### src/rtl/trap_pkg.sv
// trap_pkg: shared widths, type codes and hardware cause codes for the
// trap controller. Assumes a 32-bit address space with a 20-bit table base.
package trap_pkg;
    localparam int ADDR_W  = 32;
    localparam int BASE_W  = 20;
    localparam int TT_W    = 8;
    localparam int TT_LSB  = 4;

    typedef logic [TT_W-1:0]   ttype_t;
    typedef logic [ADDR_W-1:0] addr_t;

    // hardware cause codes on hw_cause
    localparam logic [2:0] CAUSE_ILLEGAL = 3'd0;
    localparam logic [2:0] CAUSE_WOVF    = 3'd1;
    localparam logic [2:0] CAUSE_WUNF    = 3'd2;
    localparam logic [2:0] CAUSE_ACCESS  = 3'd3;

    // trap type codes
    localparam ttype_t TT_IACCESS = 8'h01;
    localparam ttype_t TT_ILLEGAL = 8'h02;
    localparam ttype_t TT_WOVF    = 8'h05;
    localparam ttype_t TT_WUNF    = 8'h06;
    localparam ttype_t TT_DACCESS = 8'h09;
    localparam ttype_t TT_SW_BASE = 8'h80;
endpackage

### src/rtl/trap_cause_enc.sv
// trap_cause_enc: arbitrates the hardware and software trap sources and
// produces the trap type. Purely combinational. Assumes the caller
// qualifies the software path with trap-enable.
module trap_cause_enc
    import trap_pkg::*;
(
    input  logic        hw_req,
    input  logic [2:0]  hw_cause,
    input  logic        hw_fetch,
    input  logic        sw_req,
    input  addr_t       sw_op_a,
    input  addr_t       sw_op_b,
    output logic        any_req,
    output logic        sw_sel,
    output ttype_t      ttype
);
    addr_t  sw_sum;
    ttype_t hw_tt;
    ttype_t sw_tt;

    // software type: upper half of the type space, offset by the low 7 sum bits
    always_comb begin
        sw_sum = sw_op_a + sw_op_b;
        sw_tt  = TT_SW_BASE | {1'b0, sw_sum[6:0]};
    end

    // hardware type from the cause code; unknown causes count as illegal
    always_comb begin
        case (hw_cause)
            CAUSE_WOVF:   hw_tt = TT_WOVF;
            CAUSE_WUNF:   hw_tt = TT_WUNF;
            CAUSE_ACCESS: hw_tt = hw_fetch ? TT_IACCESS : TT_DACCESS;
            default:      hw_tt = TT_ILLEGAL;
        endcase
    end

    // hardware source wins over software
    always_comb begin
        any_req = hw_req | sw_req;
        sw_sel  = sw_req & ~hw_req;
        ttype   = sw_sel ? sw_tt : hw_tt;
    end

    always_comb begin
        if (sw_sel) begin
            a_sw_upper_r5: assert (ttype[7] == 1'b1);
        end
    end
endmodule

### src/rtl/trap_win_step.sv
// trap_win_step: window pointer neighbours modulo NWIN. For a power-of-two
// window count the natural binary wrap is used; otherwise the ends are
// compared explicitly. Assumes 2 <= NWIN <= 32 and cur < NWIN.
module trap_win_step #(
    parameter int NWIN  = 8,
    localparam int CWP_W = $clog2(NWIN)
) (
    input  logic [CWP_W-1:0] cur,
    output logic [CWP_W-1:0] down,
    output logic [CWP_W-1:0] up
);
    localparam logic [CWP_W-1:0] TOP = CWP_W'(NWIN - 1);

    generate
        if ((NWIN & (NWIN - 1)) == 0) begin : g_pow2
            // binary wrap equals modulo wrap
            always_comb begin
                down = cur - 1'b1;
                up   = cur + 1'b1;
            end
        end else begin : g_mod
            // explicit wrap at both ends
            always_comb begin
                down = (cur == '0)  ? TOP : cur - 1'b1;
                up   = (cur == TOP) ? '0  : cur + 1'b1;
            end
        end
    endgenerate
endmodule

### src/rtl/trap_status.sv
// trap_status: mode bits, window pointer and trap base register. Applies
// trap entry, return, or base write; the caller guarantees that entry and
// return never arrive together.
module trap_status
    import trap_pkg::*;
#(
    parameter int NWIN  = 8,
    localparam int CWP_W = $clog2(NWIN)
) (
    input  logic             clk,
    input  logic             rst_n,
    input  logic             do_entry,
    input  logic             do_rett,
    input  ttype_t           entry_tt,
    input  logic             base_wr,
    input  addr_t            base_wdata,
    output logic             et,
    output logic             s,
    output logic             ps,
    output logic [CWP_W-1:0] cwp,
    output addr_t            tbr,
    output addr_t            vector
);
    logic [CWP_W-1:0] cwp_down;
    logic [CWP_W-1:0] cwp_up;

    trap_win_step #(.NWIN(NWIN)) u_step (
        .cur  (cwp),
        .down (cwp_down),
        .up   (cwp_up)
    );

    // vector: table base with the type in bits 11:4
    always_comb begin
        vector = {tbr[ADDR_W-1:ADDR_W-BASE_W], {(ADDR_W-BASE_W){1'b0}}}
               | (addr_t'(entry_tt) << TT_LSB);
    end

    // mode bits and window pointer
    always_ff @(posedge clk) begin
        if (!rst_n) begin
            et  <= 1'b0;
            s   <= 1'b1;
            ps  <= 1'b0;
            cwp <= '0;
        end else if (do_entry) begin
            et  <= 1'b0;
            ps  <= s;
            s   <= 1'b1;
            cwp <= cwp_down;
        end else if (do_rett) begin
            et  <= 1'b1;
            s   <= ps;
            cwp <= cwp_up;
        end
    end

    // base register: trap records its vector, software writes the base only
    always_ff @(posedge clk) begin
        if (!rst_n) begin
            tbr <= '0;
        end else if (do_entry) begin
            tbr <= vector;
        end else if (base_wr) begin
            tbr <= {base_wdata[ADDR_W-1:ADDR_W-BASE_W], tbr[ADDR_W-BASE_W-1:0]};
        end
    end

    p_cwp_range_r3: assert property (@(posedge clk) disable iff (!rst_n)
        cwp <= CWP_W'(NWIN - 1));

    p_entry_down_r3: assert property (@(posedge clk) disable iff (!rst_n)
        do_entry |=> (cwp == (($past(cwp) == '0) ? CWP_W'(NWIN - 1) : $past(cwp) - 1'b1)));

    p_rett_up_r4: assert property (@(posedge clk) disable iff (!rst_n)
        do_rett |=> (cwp == (($past(cwp) == CWP_W'(NWIN - 1)) ? '0 : $past(cwp) + 1'b1)));

    p_base_low_r1: assert property (@(posedge clk) disable iff (!rst_n)
        tbr[3:0] == 4'h0);
endmodule

### src/rtl/trap_ctrl.sv
// trap_ctrl: top of the trap entry/return controller. Accepts one request
// per cycle (hardware > software > return), updates the mode state and
// presents the redirect and save values as one-cycle registered strobes.
// Assumes 2 <= NWIN <= 32.
module trap_ctrl
    import trap_pkg::*;
#(
    parameter int NWIN  = 8,
    localparam int CWP_W = $clog2(NWIN)
) (
    input  logic             clk,
    input  logic             rst_n,
    input  logic             hw_req,
    input  logic [2:0]       hw_cause,
    input  logic             hw_fetch,
    input  logic             sw_req,
    input  logic [31:0]      sw_op_a,
    input  logic [31:0]      sw_op_b,
    input  logic             rett_req,
    input  logic [31:0]      rett_op_a,
    input  logic [31:0]      rett_op_b,
    input  logic [31:0]      cur_pc,
    input  logic [31:0]      cur_npc,
    input  logic             base_wr,
    input  logic [31:0]      base_wdata,
    output logic             trap_valid,
    output logic             annul_clr,
    output logic [31:0]      trap_pc,
    output logic [31:0]      trap_npc,
    output logic [31:0]      save_l1,
    output logic [31:0]      save_l2,
    output logic             rett_valid,
    output logic [31:0]      rett_pc,
    output logic             err_mode,
    output logic             mode_et,
    output logic             mode_s,
    output logic             mode_ps,
    output logic [CWP_W-1:0] cwp,
    output logic [31:0]      trap_base
);
    logic   any_req;
    logic   sw_sel;
    ttype_t ttype;
    logic   do_entry;
    logic   do_rett;
    logic   do_err;
    addr_t  vector;

    trap_cause_enc u_enc (
        .hw_req   (hw_req),
        .hw_cause (hw_cause),
        .hw_fetch (hw_fetch),
        .sw_req   (sw_req),
        .sw_op_a  (sw_op_a),
        .sw_op_b  (sw_op_b),
        .any_req  (any_req),
        .sw_sel   (sw_sel),
        .ttype    (ttype)
    );

    // request qualification: a software trap needs traps enabled
    always_comb begin
        do_err   = sw_sel & ~mode_et;
        do_entry = any_req & ~do_err;
        do_rett  = rett_req & ~any_req;
    end

    trap_status #(.NWIN(NWIN)) u_status (
        .clk        (clk),
        .rst_n      (rst_n),
        .do_entry   (do_entry),
        .do_rett    (do_rett),
        .entry_tt   (ttype),
        .base_wr    (base_wr),
        .base_wdata (base_wdata),
        .et         (mode_et),
        .s          (mode_s),
        .ps         (mode_ps),
        .cwp        (cwp),
        .tbr        (trap_base),
        .vector     (vector)
    );

    // one-cycle strobes
    always_ff @(posedge clk) begin
        if (!rst_n) begin
            trap_valid <= 1'b0;
            annul_clr  <= 1'b0;
            rett_valid <= 1'b0;
            err_mode   <= 1'b0;
        end else begin
            trap_valid <= do_entry;
            annul_clr  <= do_entry;
            rett_valid <= do_rett;
            err_mode   <= do_err;
        end
    end

    // redirect and save values, loaded only with their strobe
    always_ff @(posedge clk) begin
        if (!rst_n) begin
            trap_pc  <= '0;
            trap_npc <= '0;
            save_l1  <= '0;
            save_l2  <= '0;
            rett_pc  <= '0;
        end else begin
            if (do_entry) begin
                trap_pc  <= vector;
                trap_npc <= vector + 32'd4;
                save_l1  <= cur_pc;
                save_l2  <= cur_npc;
            end
            if (do_rett) begin
                rett_pc <= rett_op_a + rett_op_b;
            end
        end
    end

    p_one_event_r9: assert property (@(posedge clk) disable iff (!rst_n)
        $onehot0({trap_valid, rett_valid, err_mode}));

    p_vec_base_r1: assert property (@(posedge clk) disable iff (!rst_n)
        trap_valid |-> (trap_pc == trap_base) && (trap_pc[3:0] == 4'h0));

    p_entry_mode_r2: assert property (@(posedge clk) disable iff (!rst_n)
        do_entry |=> (!mode_et && mode_s && (mode_ps == $past(mode_s))));

    p_rett_mode_r4: assert property (@(posedge clk) disable iff (!rst_n)
        do_rett |=> (mode_et && (mode_s == $past(mode_ps)) && $stable(mode_ps)));

    p_err_hold_r6: assert property (@(posedge clk) disable iff (!rst_n)
        err_mode |-> ($stable(cwp) && $stable(mode_s) && $stable(mode_ps)
                      && !mode_et && $stable(trap_base)));

    p_annul_r8: assert property (@(posedge clk) disable iff (!rst_n)
        annul_clr == trap_valid);
endmodule

### config.mk
export PLATFORM = sky130hd
export DESIGN_NAME = trap_ctrl
export DESIGN_NICKNAME = d
export VERILOG_FILES = /design/src/rtl/trap_pkg.sv /design/src/rtl/trap_cause_enc.sv /design/src/rtl/trap_win_step.sv /design/src/rtl/trap_status.sv /design/src/rtl/trap_ctrl.sv
export SDC_FILE = /design/constraint.sdc
export NUM_CORES = 1
export LEC_CHECK = 0
export ABC_AREA = 1
export CORE_AREA = 3 3 170 172
export CTS_CLUSTER_DIAMETER = 200
export DETAILED_ROUTE_END_ITERATION = 16
export DIE_AREA = 0 0 173 175
export PLACE_DENSITY = 0.61
export SYNTH_ARGS = -nofsm -noshare
export SYNTH_HDL_FRONTEND = slang
export SYNTH_SLANG_ARGS = --single-unit
### constraint.sdc
create_clock -name clk -period 5.43 [get_ports clk]
set_input_delay 1.086 -clock clk [delete_from_list [all_inputs] [get_ports clk]]
set_output_delay 1.086 -clock clk [all_outputs]
set_load 0.005 [all_outputs]
# After elaboration in Yosys (flattened, before gate mapping)
# Index checks and enable logic that the tools add are counted.
totals:
  regBits: 201
  in_bits: 234
classes:
  addsub: 5
  eq_ne: 3
  muxes: 7
  n_bitwise: 11
  n_reduce_logical: 3
op_table:
  columns: ["op", "n"]
  rows:
  - ["$mux 32", 2]
  - ["$add 32x3->32 const B", 1]
  - ["$add 32x32->32", 1]
  - ["$or 32x12->32", 1]
  - ["$pmux 8 s3", 1]
  - ["$mux 8", 1]
  - ["$add 7x7->7", 1]
  - ["$eq 3x2->1 const B", 2]
  - ["$mux 3", 2]
  - ["$not 1->1", 5]
  - ["$and 1x1->1", 4]
  - ["$mux 4", 1]
  - ["$reduce_bool 2->1", 2]
  - ["$add 3x1->3 const B", 1]
  - ["$eq 3x1->1 const B", 1]
  - ["$sub 3x1->3 const B", 1]
  - ["$reduce_or 2->1", 1]
  - ["$or 1x1->1", 1]

# Logic depth before layout (Yosys ltp)
depth:
  depth_word: 6
  mapped_depth: 13
  depth_no_buf: 13

# By module
# A second synthesis with hierarchy kept.
hier_totals:
  cells_unflattened: 1663
  hier_area_um2: 10795.4
by_module_without_submodules:
  columns: ["module", "instances", "cells_each", "area_each_um2"]
  rows:
  - ["trap_ctrl", 1, 1386, 8826.0]
  - ["trap_status", 1, 194, 1502.7]
  - ["trap_cause_enc", 1, 68, 389.1]
  - ["trap_win_step", 1, 15, 77.6]

# Worst setup path before layout
# OpenSTA, ideal clock, no wires.
synth_timing:
  path_kind: "input port to flip-flop"
  startpoint: "input port rett_op_a[0]"
  endpoint: "register rett_pc[12]"
  setup_ns: 0.115
  arrival_ns: 2.425
  required_time_ns: 5.315
  setup_slack_ns: 2.889
  stages: 9
  path_buffers: 0
  path_cell_list: "ha_1 > fa_1 > nand3_1 > nand3_1 > nand3_1 > nand3_2 > xor2_1 > o21ai_0 > inv_1"
synth_via:
  elab_chain_cells: 1
synth_lines:
  columns: ["item", "line", "source"]
  rows:
  - ["start: declaration", "trap_ctrl.sv:20", "input logic [31:0] rett_op_a,"]
  - ["$add 32x32->32", "trap_ctrl.sv:115", "rett_pc <= rett_op_a + rett_op_b;"]
  - ["end signal: assignment", "trap_ctrl.sv:115", null]
  - ["end: declaration", "trap_ctrl.sv:33", "output logic [31:0] rett_pc,"]
# No other way between the ends.
# A chain may end at the register's enable or synchronous reset.

==> summary.json <==
{
  "outcome": "completed",
  "maxSlewViolCount": 0,
  "detailed_route_wire_length_per_cell_um": 15.28,
  "filler_cell_count": 2799,
  "syn_to_final_growth_pct": 51.84,
  "first_global_vias": 7814,
  "synth-edff-count": 0,
  "grt_pass1_wl_mm": 43.80,
  "antenna_left": 0,
  "grt_max_degree": 52,
  "hold_viol": 0,
  "timing.critical_path.slowest_stage_cell": "sky130_fd_sc_hd__nor2_4",
  "tritoncts.num_buffers": 17,
  "drt-vias-per-instance": 4.414,
  "power_density_mw_per_mm2": 257.4,
  "finalCritPeriodShare_pct": 57.86,
  "max_freq_mhz": 318.3,
  "initial_core_util_pct": 30.04,
  "ctsHtreeMaxLevel": 4,
  "critical_path.max_fanout": 43,
  "top_library_cells_by_usage_in_the_layout_fill_and_taps_aside": "sky130_fd_sc_hd__clkdlybuf4s50_1 (362), sky130_fd_sc_hd__nand2_1 (300), sky130_fd_sc_hd__inv_1 (175)",
  "timing.setup.tns_ns": 0,
  "post_synth_inst_count": 1152,
  "largest_incremental_delay_on_the_critical_path_ns": 0.80,
  "worstMarginPinSlew_ns": 1.161,
  "timing.critical_path.cells": "clkdlybuf4s50_1 -> buf_4 -> inv_2 -> nor2_4 -> buf_4 -> o211ai_1 -> nand2_1",
  "placeableCoreArea_mm2": 0.02763,
  "overall_die_height_um": 175,
  "grt-ovfl-total": 0,
  "initial_detailed_routing_violation_count": 427,
  "rsz0062_at_grt": "no",
  "top_delay_family_on_crit_path": "buffers and inverters",
  "worstPathArrival_ns": 3.50,
  "yosys.area.top_type_share_pct": 39.07,
  "mappedNetlistArea_mm2": 0.008300,
  "post_synth_main_area_contributors": "sky130_fd_sc_hd__dfxtp_1 (39%), sky130_fd_sc_hd__nand2_1 (14%), sky130_fd_sc_hd__inv_1 (7.9%)",
  "vdd_ir_drop_max_v": 0.0001960,
  "synth.yosys.seq_area_share_pct": 39.07,
  "row_count": 61,
  "totalWireLength_mm": 28.51,
  "end_kind": "register",
  "tightest_slew_margin_relative_to_the_limit_pct": 22.40,
  "postSynthRegisterBits": 162,
  "period_minus_slack_ns": 3.142,
  "detailed_place_hpwl_mm": 22.59,
  "ctsRootBufferMaster": "sky130_fd_sc_hd__clkbuf_16",
  "synth_cell_types": 37,
  "finish.instance_area_mm2": 0.01260,
  "synthFlopType": "sky130_fd_sc_hd__dfxtp_1",
  "power_leakage_nw": 5.831,
  "all_layer_gr_usage_pct": 18.36,
  "detailroute.via_count": 8237,
  "die_width_um": 173,
  "yosys.area.top_type": "sky130_fd_sc_hd__dfxtp_1",
  "postCtsResizedCells": 0,
  "number_of_top_level_pins": 436,
  "clock_skew_ns": 0.009205,
  "tritoncts_num_sinks": 162,
  "layout_commonest_cell": "sky130_fd_sc_hd__clkdlybuf4s50_1",
  "timing_worst_setup_path_type": "in -> reg",
  "placement.io_buffers": 362,
  "fraction_of_final_layout_cells_sized_beyond_drive_strength_1_pct": 4.307,
  "timing.final.setup_violations": 0,
  "max-clock-path-buffers": 2,
  "antenna_found_initial": 4,
  "die_footprint_mm2": 0.03028,
  "maxCapViolations": 0,
  "cts_tree": "done",
  "holdBufCountCts": 0,
  "critical_path.startpoint_type": "input pin",
  "finish.utilization_pct": 45.62,
  "post_dp_cell_area_mm2": 0.01198,
  "detail_route.first_pass.iterations": 4,
  "worst-endpoint-required_ns": 5.79,
  "post_synth.cell_area_avg_um2": 7.205,
  "clk_latency_ns": 0.42,
  "clock_pin_slew_worst_setup_and_hold_paths_ns": 0.07,
  "yosys_warnings": 0,
  "postSynth.asyncResetShare_pct": 0,
  "final_wtd_congestion": 0.9400,
  "worst_path_buffer_plus_inverter_count": 4,
  "remaining_drc_errors": 0,
  "design.final.nets": 1747,
  "worst_hold_path_type": "reg -> reg",
  "postCtsSetupBuffers": 0,
  "critPathMostFrequentCell": "sky130_fd_sc_hd__buf_4"
}
-- cells in the mapped netlist (2+ instances only) --
| master | number |
|---|---|
| sky130_fd_sc_hd__a21o_1 | 2 |
| sky130_fd_sc_hd__a21oi_1 | 50 |
| sky130_fd_sc_hd__a22o_1 | 65 |
| sky130_fd_sc_hd__and2_1 | 2 |
| sky130_fd_sc_hd__buf_2 | 21 |
| sky130_fd_sc_hd__buf_4 | 48 |
| sky130_fd_sc_hd__clkbuf_1 | 6 |
| sky130_fd_sc_hd__dfxtp_1 | 162 |
| sky130_fd_sc_hd__fa_1 | 3 |
| sky130_fd_sc_hd__ha_1 | 37 |
| sky130_fd_sc_hd__inv_1 | 175 |
| sky130_fd_sc_hd__inv_2 | 8 |
| sky130_fd_sc_hd__nand2_1 | 300 |
| sky130_fd_sc_hd__nand2_2 | 6 |
| sky130_fd_sc_hd__nand3_1 | 47 |
| sky130_fd_sc_hd__nand3_2 | 3 |
| sky130_fd_sc_hd__nand4_1 | 3 |
| sky130_fd_sc_hd__nor2_1 | 108 |
| sky130_fd_sc_hd__nor2_2 | 3 |
| sky130_fd_sc_hd__nor2_4 | 2 |
| sky130_fd_sc_hd__nor3_1 | 3 |
| sky130_fd_sc_hd__o211ai_1 | 5 |
| sky130_fd_sc_hd__o21ai_0 | 41 |
| sky130_fd_sc_hd__o21ai_1 | 22 |
| sky130_fd_sc_hd__o21bai_1 | 3 |
| sky130_fd_sc_hd__xnor2_1 | 4 |
| sky130_fd_sc_hd__xor2_1 | 13 |
-- cell type report --
cell class              count  area, µm²  share of cell area [%]
multi-input cells         740       3905                   30.98
repair buffers            368       3669                   29.11
flip-flops and latches    162       3243                   25.73
inverters                 184      690.7                   5.480
well taps                 378      473.0                   3.753
clock buffers              17      425.4                   3.375
clock inverters            15      192.7                   1.529
diodes                      2      5.005                 0.03971
-- worst register-to-register path: stages, from the launching register on --
cell	delay (ns)
sky130_fd_sc_hd__dfxtp_1	0.40
sky130_fd_sc_hd__inv_2	0.09
sky130_fd_sc_hd__o21ai_2	0.21
sky130_fd_sc_hd__inv_2	0.12
sky130_fd_sc_hd__nor2_4	0.79
sky130_fd_sc_hd__buf_4	0.49
sky130_fd_sc_hd__o211ai_1	0.18
sky130_fd_sc_hd__nand2_1	0.09
-- registers in the layout, indices dropped and copies added, names as in the netlist, 3 cells and up --
register      flops
rett_pc          32
save_l1          32
save_l2          32
trap_pc          28
u_status.tbr     28
u_status.cwp      3
-- power breakdown --
part	leakage (nW)	internal (mW)	switching (mW)
clock	0.298	0.665	0.579
sequential	1.33	1.26	0.0395
combinational	4.20	0.371	0.334
-- layer usage --
metal  wire length (µm)  part of all wire [%]  vias up  global-route usage [%]
met3               1759                   6.2       35                   5.215
met1              11720                    41     3695                   20.92
met2              14360                    50      265                   32.93
met4                638                   2.2        4                   6.318
met5                 31                  0.11        -                       0
li1                   -                     -     4238                       -
-- stage by stage --
stage / worst slack, ns / instances / total power, mW / hold WS, ns
after global placement: 1.902 / 1832 / 2.026 / 0.4311
after detailed placement: 1.841 / 1832 / 2.032 / 0.4364
after floorplan: 2.889 / 1162 / 1.669 / 0.4388
final: 2.288 / 1866 / 3.244 / 0.4443
after CTS: 2.294 / 1864 / 3.289 / 0.4477
after global routing: 2.107 / 1866 / 3.420 / 0.4681
-- kinds of logic (layout without fill, tap and decap cells) --
logic type                 after synthesis  after routing  synth area share, %
and+or+nand+nor                        480            480                23.44
DFF                                    162            162                39.07
AOI/OAI and AO/OA                      192            192                15.01
buffers and inverters                  260            584                14.34
other                                    1             13              0.04518
xor gates and xnor gates                17             17                1.794
adders and majority gates               40             40                6.301
-- path summary, 6_finish.rpt --
| check | end | cells after the start | start | slack [ns] |
|---|---|---|---|---|
| hold reg to reg | trap_npc[2] | 2 | trap_npc[2] | 0.44 |
| setup reg to reg | u_status.tbr[4] | 7 | u_status.et | 3.02 |
| hold / removal | trap_npc[2] | 2 | trap_npc[2] | 0.44 |
| setup / recovery | u_status.tbr[4] | 7 | rst_n | 2.29 |
Power figures use the tool's default switching activity.
